<file path="src/rtl/dac_latch_pkg.sv">
package dac_latch_pkg;
  typedef struct packed {
    logic in_open;
    logic dac_open;
  } gate_t;
endpackage

</file>
<file path="src/rtl/dl_ctrl_decode.sv">
module dl_ctrl_decode
  import dac_latch_pkg::*;
(
  input  logic  cs_n,
  input  logic  wr1_n,
  input  logic  wr2_n,
  input  logic  xfer_n,
  input  logic  ile,
  output gate_t gate
);
  always_comb begin
    gate.in_open  = ile & ~cs_n & ~wr1_n;
    gate.dac_open = ~wr2_n & ~xfer_n;
  end
endmodule

</file>
<file path="src/rtl/dl_latch_stage.sv">
module dl_latch_stage #(
  parameter int W = 8
) (
  input  logic         clk,
  input  logic         rst_n,
  input  logic         open,
  input  logic [W-1:0] d,
  output logic [W-1:0] q
);
  logic [W-1:0] q_nxt;

  always_comb begin
    q_nxt = q;
    if (open) q_nxt = d;
  end

  always_ff @(posedge clk or negedge rst_n) begin
    if (!rst_n) q <= '0;
    else        q <= q_nxt;
  end
endmodule

</file>
<file path="src/rtl/dl_feedthru_det.sv">
module dl_feedthru_det #(
  parameter int W = 8
) (
  input  logic         clk,
  input  logic         rst_n,
  input  logic [W-1:0] din,
  input  logic         quiet,
  output logic         pulse
);
  logic [W-1:0] prev_q;
  logic         pulse_nxt;

  always_comb begin
    pulse_nxt = quiet && (din != prev_q);
  end

  always_ff @(posedge clk or negedge rst_n) begin
    if (!rst_n) begin
      prev_q <= '0;
      pulse  <= 1'b0;
    end else begin
      prev_q <= din;
      pulse  <= pulse_nxt;
    end
  end
endmodule

</file>
<file path="src/rtl/dbuf_dac_latch.sv">
module dbuf_dac_latch
  import dac_latch_pkg::*;
#(
  parameter int DW          = 8,
  parameter int RST_STAGES  = 2
) (
  input  logic          clk,
  input  logic          rst_n,
  input  logic          cs_n,
  input  logic          wr1_n,
  input  logic          wr2_n,
  input  logic          xfer_n,
  input  logic          ile,
  input  logic [DW-1:0] din,
  output logic [DW-1:0] code,
  output logic          feedthru
);
  localparam int SL = (RST_STAGES < 1) ? 1 : RST_STAGES;

  logic [SL-1:0] rst_pipe;
  logic          rst_sync_n;
  gate_t         gate;
  logic [DW-1:0] in_q;
  logic [DW-1:0] dac_d;
  logic          quiet;

  always_ff @(posedge clk or negedge rst_n) begin
    if (!rst_n) rst_pipe <= '0;
    else        rst_pipe <= {rst_pipe[SL-2:0], 1'b1};
  end
  assign rst_sync_n = rst_pipe[SL-1];

  dl_ctrl_decode u_dec (
    .cs_n  (cs_n),
    .wr1_n (wr1_n),
    .wr2_n (wr2_n),
    .xfer_n(xfer_n),
    .ile   (ile),
    .gate  (gate)
  );

  dl_latch_stage #(.W(DW)) u_in_stage (
    .clk  (clk),
    .rst_n(rst_sync_n),
    .open (gate.in_open),
    .d    (din),
    .q    (in_q)
  );

  always_comb begin
    dac_d = gate.in_open ? din : in_q;
  end

  dl_latch_stage #(.W(DW)) u_dac_stage (
    .clk  (clk),
    .rst_n(rst_sync_n),
    .open (gate.dac_open),
    .d    (dac_d),
    .q    (code)
  );

  assign quiet = ~gate.in_open & ~gate.dac_open;

  dl_feedthru_det #(.W(DW)) u_ft (
    .clk  (clk),
    .rst_n(rst_sync_n),
    .din  (din),
    .quiet(quiet),
    .pulse(feedthru)
  );
endmodule

</file>
<file path="config.mk">
export PLATFORM = sky130hd
export DESIGN_NAME = dbuf_dac_latch
export DESIGN_NICKNAME = d
export VERILOG_FILES = /design/src/rtl/dac_latch_pkg.sv /design/src/rtl/dl_ctrl_decode.sv /design/src/rtl/dl_latch_stage.sv /design/src/rtl/dl_feedthru_det.sv /design/src/rtl/dbuf_dac_latch.sv
export SDC_FILE = /design/constraint.sdc
export NUM_CORES = 1
export LEC_CHECK = 0
export ABC_AREA = 1
export BUFFER_PORTS_ARGS = -buffer_cell sky130_fd_sc_hd__buf_4
export CAP_MARGIN = 10
export CORE_MARGIN = 2
export CORE_UTILIZATION = 55
export CTS_CLUSTER_DIAMETER = 60
export DETAILED_ROUTE_END_ITERATION = 7
export PLACE_DENSITY = 0.8
export SLEW_MARGIN = 10
export SYNTH_ARGS = -nofsm -noshare
export SYNTH_HDL_FRONTEND = slang
export SYNTH_SLANG_ARGS = --single-unit
export TNS_END_PERCENT = 5
</file>
<file path="constraint.sdc">
create_clock -name clk -period 1.24 [get_ports clk]
set_input_delay 0.124 -clock clk [delete_from_list [all_inputs] [get_ports clk]]
set_output_delay 0.124 -clock clk [all_outputs]
set_load 0.01 [all_outputs]
</file>
==> key figures, run 1 <==
Run status
  – Status: completed

Yosys
  – Post-Synthesis Cells: 123
  – Synth Flop Type: dfrtp_1
  – Synth cell count leaders: 50 x nand2_1, 27 x dfrtp_1, 16 x inv_1
  – Post-synth ARST share: 100%
  – EDFF count, synth: 0
  – #FFs+latches synth: 27
  – Post-synthesis net count: 138
  – Post-Syn Area: 1080 um2
  – Ranking of synthesized cells by area: dfrtp_1 63%, nand2_1 17%, inv_1 5.6%
  – Distinct cells, synth: 12
  – Register area share after synthesis: 62.5%
  – Synth top area share: 62.5%
  – Cell with the most instances after synthesis: nand2_1
  – Area leader, netlist: dfrtp_1
  – Mapped Avg Cell Area: approximately 8.8 um2
  – Synthesis Warnings: 0

Final layout
  – Area occupied by multi-input gates: between 300 and 400 um2
  – Layout area overhead: 28.9%
  – Share of cells above drive strength 1: 20.4%
  – Total Nets Final: 173
  – Register Area: roughly 680 um2
  – Finished Core Util: 73.3%
  – Ant diodes: 0
  – # fillers: approximately 160

Floorplanning
  – Num rows: 16
  – Number of top-level pins: 24
  – Core region area: 1900 um2
  – Die X: 48.3 um
  – Die area: 2340 um2
  – Die H: 48.3 um
  – Initial core utilization: 56.8%

Clock network
  – Post-cts sizing count: 0
  – Worst skew pair latency: ~0.32 ns
  – CTS clk-pin slew, worst paths: 0.14 ns
  – Max Root-Sink Buffers: 2
  – CTS tree: done
  – Num CTS Buffers: 3
  – Root Buffer: clkbuf_4
  – Sink Count: 27
  – H-tree lvl count: 1

Place
  – Gpl congestion: 0.748
  – IO buf count: 23
  – Hpwl dp: 1.48 mm

Timing
  – Max-slew violations: 0
  – Crit path time final: 1.01 ns
  – Peak Freq: 0.987 GHz
  – Final Hold Fails: 0
  – Setup-failing EPs final: 0
  – Sum Neg Setup Slack: 0 ns
  – Worst Clk Skew: 0.00763 ns
  – RSZ-0062 raised after global routing: no
  – Final period utilization: 81.7%

Global routing
  – Vias in the first global route: 826
  – Largest net degree at the start of global routing: 26
  – Total track usage: 19.2%
  – Grt total ovfl: 0
  – First-pass GRT wire length: 3.46 mm
  – Antenna violations before repair: 0

Pwr
  – VDD IR-drop max: 0.000843 V
  – Leak: 0.779 nW
  – Power per cell area: 1250 nW/um2

Critical path
  – Crit-path max FO: 3
  – Crit start category: input port
  – Setup CP Type: input port to flop
  – CP Data Required Time: 1.46 ns
  – Critical path arrival: ~1.2 ns
  – Worst setup EP type: flop

Routing
  – Wirelength per Cell: 11.3 um
  – Via count: between 800 and 900
  – Final ANT Viol Nets: 0
  – Drt first pass iters: 4
  – Iter 0 DRT Violations: 12
  – Residual DRC count: 0
  – Total Wirelength: 2.09 mm
  – Vias/cell: 4.67

Run
  – Max-cap viol count: 0

Hold path
  – Hold Path Class: input port to asynchronous set/reset pin
per-stage QoR:
| step | worst slack [ns] | std cells | area, um2 | total power (W) | hold slack [ns] |
|---|---|---|---|---|---|
| 3_5_place_dp | 0.300 | 171 | 1280 | 0.00138 | -0.0926 |
| 4_1_cts | 0.218 | 184 | 1390 | 0.00176 | 0.0838 |
| 3_3_place_gp | 0.345 | 171 | 1280 | 0.00136 | -0.0942 |
| 5_1_grt | 0.117 | 184 | 1390 | 0.00184 | 0.100 |
| 6_report | 0.226 | 184 | 1390 | 0.00175 | 0.0963 |
| 2_1_floorplan | 0.405 | 123 | 1080 | 0.00121 | -0.172 |
registers in the layout, summed over array words and instances, names as in the netlist:
| name | count |
|---|---|
| u_ft.pulse | 1 |
| u_ft.prev_q | 8 |
| u_dac_stage.q | 8 |
| u_in_stage.q | 8 |
| rst_pipe | 2 |
area by class of cell:
class | instances | area share [%]
well taps | 27 | 2.42
clock inverters | 1 | 0.359
flip-flops and latches | 27 | 48.5
repair buffers | 33 | 19.4
multi-input cells | 77 | 23.4
inverters | 16 | 4.31
clock buffers | 3 | 1.62
path summary, 6_finish.rpt:
path / endpoint / startpoint / depth (start not counted) / slack, ns
worst max register to register: u_ft.pulse$_DFF_PN0_ / u_ft.prev_q[6]$_DFF_PN0_ / 7 / 0.31
worst max-delay path: u_ft.pulse$_DFF_PN0_ / din[0] / 9 / 0.23
min in group clk: u_dac_stage.q[6]$_DFFE_PN0P_ / wr2_n / 3 / 0.10
max in group asynchronous: u_in_stage.q[5]$_DFF_PN0_ / rst_pipe[1]$_DFF_PN0_ / 1 / 0.77
worst min register to register: u_dac_stage.q[7]$_DFFE_PN0P_ / rst_pipe[1]$_DFF_PN0_ / 1 / 0.23
worst min-delay path: rst_pipe[0]$_DFF_PN0_ / rst_n / 2 / 0.1
cells by family after synthesis:
group | share of synthesized area, %
other cells | 0.347
simple gates | 21.6
flops | 62.5
compound gates | 8.22
buf+inv | 7.29
critical path, cell delays in order:
cell and delay [ns]:
dlygate4sd3_1 0.54, buf_4 0.12, inv_1 0.04, nand2_1 0.05, nand2_1 0.05, nor2_1 0.10
nand2_1 0.07, nor2_1 0.09, nor2_1 0.04
where the power goes:
part	total (W)	switching (W)	internal (W)
combinational	0.000351	0.000182	0.000168
sequential	0.00103	0.0000440	0.000986
clock	0.000368	0.000247	0.000121
total	0.00175	0.000474	0.00128
routing by layer:
layer	part of all wire [%]	track usage [%]	vias to the layer above
met5	0	0	-
met2	51	35.0	13
met4	1.1	8.57	0
li1	-	-	434
met3	3.1	2.16	2
met1	45	22.9	410
layout by cell type (no fill, tap or decap):
cell type	instances
o21ai_0	9
clkbuf_4	3
o21ai_2	1
dlygate4sd3_1	9
clkinv_2	1
nand2_4	1
nand2_1	50
inv_1	16
o21ai_1	7
conb_1	1
nor2_2	2
nor2_1	6
dfrtp_1	27
buf_4	24
timing repair:
action	CTS	global route
setup buffers	0	0
hold buffers	9	0
hold endpoints to repair	10	0
(Power assumes the default switching activity.)
==> run 2, diff against run 1 <==
Settings changed: ABC_AREA 1 to 0, CORE_UTILIZATION 55 to 50, PLACE_DENSITY 0.8 to 0.74.
Clock period 1.24 ns to 1.05 ns, I/O delays scaled along.
==> run 2 against run 1 <==
  * The run now ends with setup timing left
  * Via count shrank 32%
  * Utilization grew 0.73 points
  * Synthesized cell count shrank 52%
  * Area after synthesis shrank 6.9%
  * Highest routed layer unchanged
  * Critical endpoint is now u_dac_stage.q[4]$_DFFE_PN0P_
  * First-iteration DRC count shrank 92%
  * Cell count shrank 31%
  * Global-route usage shrank 2.3 points
  * Power grew 33%
  * Final area grew 2.1%
  * Clock skew shrank 0.0032 ns
  * Routed wire length shrank 16%
  * Register-to-register slack lost 0.29 ns
==> key figures, run 2 <==
Yosys
  – Distinct cells, synth: 11
  – Register area share after synthesis: 67.2%
  – EDFF count, synth: 0
  – Post-synth ARST share: 100%
  – Synth top area share: 67.2%
  – Mapped Avg Cell Area: ~17 um2
  – Ranking of synthesized cells by area: dfrtp_1 67%, mux2_4 12%, mux2_2 9.0%
  – Post-synthesis net count: 74
  – Cell with the most instances after synthesis: dfrtp_1
  – Post-Synthesis Cells: 59
  – Post-Syn Area: 1010 um2
  – Synthesis Warnings: 0
  – Synth cell count leaders: 27 x dfrtp_1, 8 x mux2_2, 8 x mux2_4, 8 x xor2_1, 2 x nor4_1
  – #FFs+latches synth: 27
  – Area leader, netlist: dfrtp_1
  – Synth Flop Type: dfrtp_1

Routing
  – Drt first pass iters: 2
  – Residual DRC count: 0
  – Total Wirelength: 1.76 mm
  – Final ANT Viol Nets: 0
  – Via count: a little under 600
  – Iter 0 DRT Violations: 1
  – Vias/cell: roughly 4.6
  – Highest Signal Layer: met4
  – M1 WL: between 800 and 900 um
  – Routed length on met3: 82 um
  – Wirelength per Cell: 13.9 um
  – Met2 Routed Length: 851 um

Run
  – Max-cap viol count: 0

Floorplanning
  – Num rows: 16
  – Number of top-level pins: 24
  – Core region area: 1920 um2
  – Die area: 2390 um2
  – Die H: 48.9 um
  – Die X: 48.9 um
  – Initial core utilization: a little over half

Timing
  – RSZ-0062 raised after global routing: yes
  – Max-slew violations: 0
  – Final Hold Fails: 0
  – Worst Clk Skew: approximately 0.0045 ns
  – Crit path time final: 1.08 ns
  – Peak Freq: around 0.9 GHz
  – Setup-failing EPs final: 8
  – Final period utilization: 103%
  – Worst Slack Setup Final: -0.0333 ns

Critical path
  – Slowest CP cell: or3b_4
  – Crit-path max FO: 5
  – Critical path arrival: between 1 and 1.5 ns
  – Setup CP Type: input port to flop
  – CP Data Required Time: about 1.3 ns
  – Max incr delay on CP: 0.40 ns
  – Crit start category: input port
  – Worst setup EP type: flop
  – Critical Path, Cell by Cell: buf_6 -> or3b_4 -> buf_6 -> mux2_4 -> mux2_4

Place
  – IO buf count: 23
  – Gpl congestion: 0.724
  – Placed Cells: 112
  – Post-DP Area: 1260 um2
  – Hpwl dp: 1.13 mm

Final layout
  – Ant diodes: 0
  – Biggest regs: u_dac_stage.q x8, u_ft.prev_q x8, u_in_stage.q x8
  – Final instance area: 1420 um2
  – Area occupied by multi-input gates: approximately 360 um2
  – Register Area: 676 um2
  – # fillers: 133
  – Share of cells above drive strength 1: between 50% and 60%
  – Final cell count without fillers: ~130
  – Commonest non-fill, non-tap cell in the layout: dfrtp_1
  – Total Nets Final: 116
  – Commonest cells after routing, fill and taps aside: 27 x dfrtp_1, 25 x buf_4, 16 x mux2_4
  – Layout area overhead: 41.4%

Pwr
  – VDD IR-drop max: 0.000992 V
  – Leak: 0.697 nW
  – Power per cell area: 1640 nW/um2

Global routing
  – Largest net degree at the start of global routing: 26
  – Antenna violations before repair: 0
  – Grt total ovfl: 0
  – Vias in the first global route: 633
  – First-pass GRT wire length: 2.97 mm
  – Total track usage: between 15 and 20%

Clock network
  – Root Buffer: clkbuf_4
  – CTS clk-pin slew, worst paths: 0.13 ns
  – H-tree lvl count: 1
  – CTS tree: done
  – Max Root-Sink Buffers: 2
  – Worst skew pair latency: 0.31 ns
  – Sink Count: 27
  – Num CTS Buffers: 3

Run status
  – Failing checks: setup timing
  – Status: finished with violations

Hold path
  – Hold Path Class: input port to flop
run 2: final timing paths:
kind,slack (ns),from,cells after the start,end
max,-0.03,wr1_n,5,u_dac_stage.q[4]$_DFFE_PN0P_
min,0.05,din[7],2,u_in_stage.q[7]$_DFF_PN0_
max reg2reg,0.02,u_ft.prev_q[0]$_DFF_PN0_,3,u_ft.pulse$_DFF_PN0_
min reg2reg,0.23,rst_pipe[1]$_DFF_PN0_,1,u_in_stage.q[4]$_DFF_PN0_
max in group asynchronous,0.58,rst_pipe[1]$_DFF_PN0_,1,u_in_stage.q[3]$_DFF_PN0_
min in group asynchronous,0.09,rst_n,2,rst_pipe[1]$_DFF_PN0_
run 2: report_power, final:
group          internal (W)  switching [W]  total [W]
sequential          0.00121      0.0000799    0.00129
combinational      0.000402       0.000211   0.000613
clock              0.000148       0.000279   0.000427
total               0.00176       0.000570    0.00233
run 2: final cells by class:
| class | instances | area share, % |
|---|---|---|
| multi-input cells | 31 | 25.6 |
| flip-flops and latches | 27 | 47.5 |
| well taps | 27 | 2.37 |
| clock buffers | 4 | 1.85 |
| repair buffers | 38 | 22.7 |
run 2: per-layer routing:
metal / vias up / global-route usage [%]
li1: 284 / -
met1: 287 / 23.6
met2: 14 / 25.8
met3: 2 / 3.68
met4: 0 / 7.14
met5: - / 0
run 2: worst max-delay path, delay by kind of cell:
kind / cells / cell delay [ns]
muxes: 2 / 0.56
and+or+nand+nor: 1 / 0.40
buffers and inverters: 2 / 0.24
run 2: repair_timing:
item / 4_1_cts / 5_1_grt
gates cloned: 1 / 0
pin swaps: 4 / 0
buffers inserted: 1 / 0
setup endpoints to repair: 9 / 9
gates resized for setup: 7 / 1
hold buffers: 9 / 0
endpoints found under the hold margin: 10 / 0
run 2: per-stage QoR:
stage	TNS, ns	setup slack [ns]	power [W]	util, %	hold WS [ns]
floorplan	-2.05	-0.252	0.00162	-	-0.191
global placement	-4.48	-0.407	0.00185	65.6	-0.113
detailed placement	-4.68	-0.425	0.00187	65.6	-0.111
CTS	-0.171	-0.0273	0.00235	73.8	0.0384
global route	-0.0894	-0.0315	0.00246	74.0	0.0281
finish	-0.215	-0.0333	0.00233	74.0	0.0533
run 2: cell families after synthesis:
logic type                Yosys count  share of synthesized area, %
DFF                                27                          67.2
muxes                              16                          20.9
xor gates and xnor gates            8                          6.97
and+or+nand+nor                     4                          2.49
AOI/OAI and AO/OA                   2                         0.994
buffers and inverters               1                          1.12
other                               1                         0.373
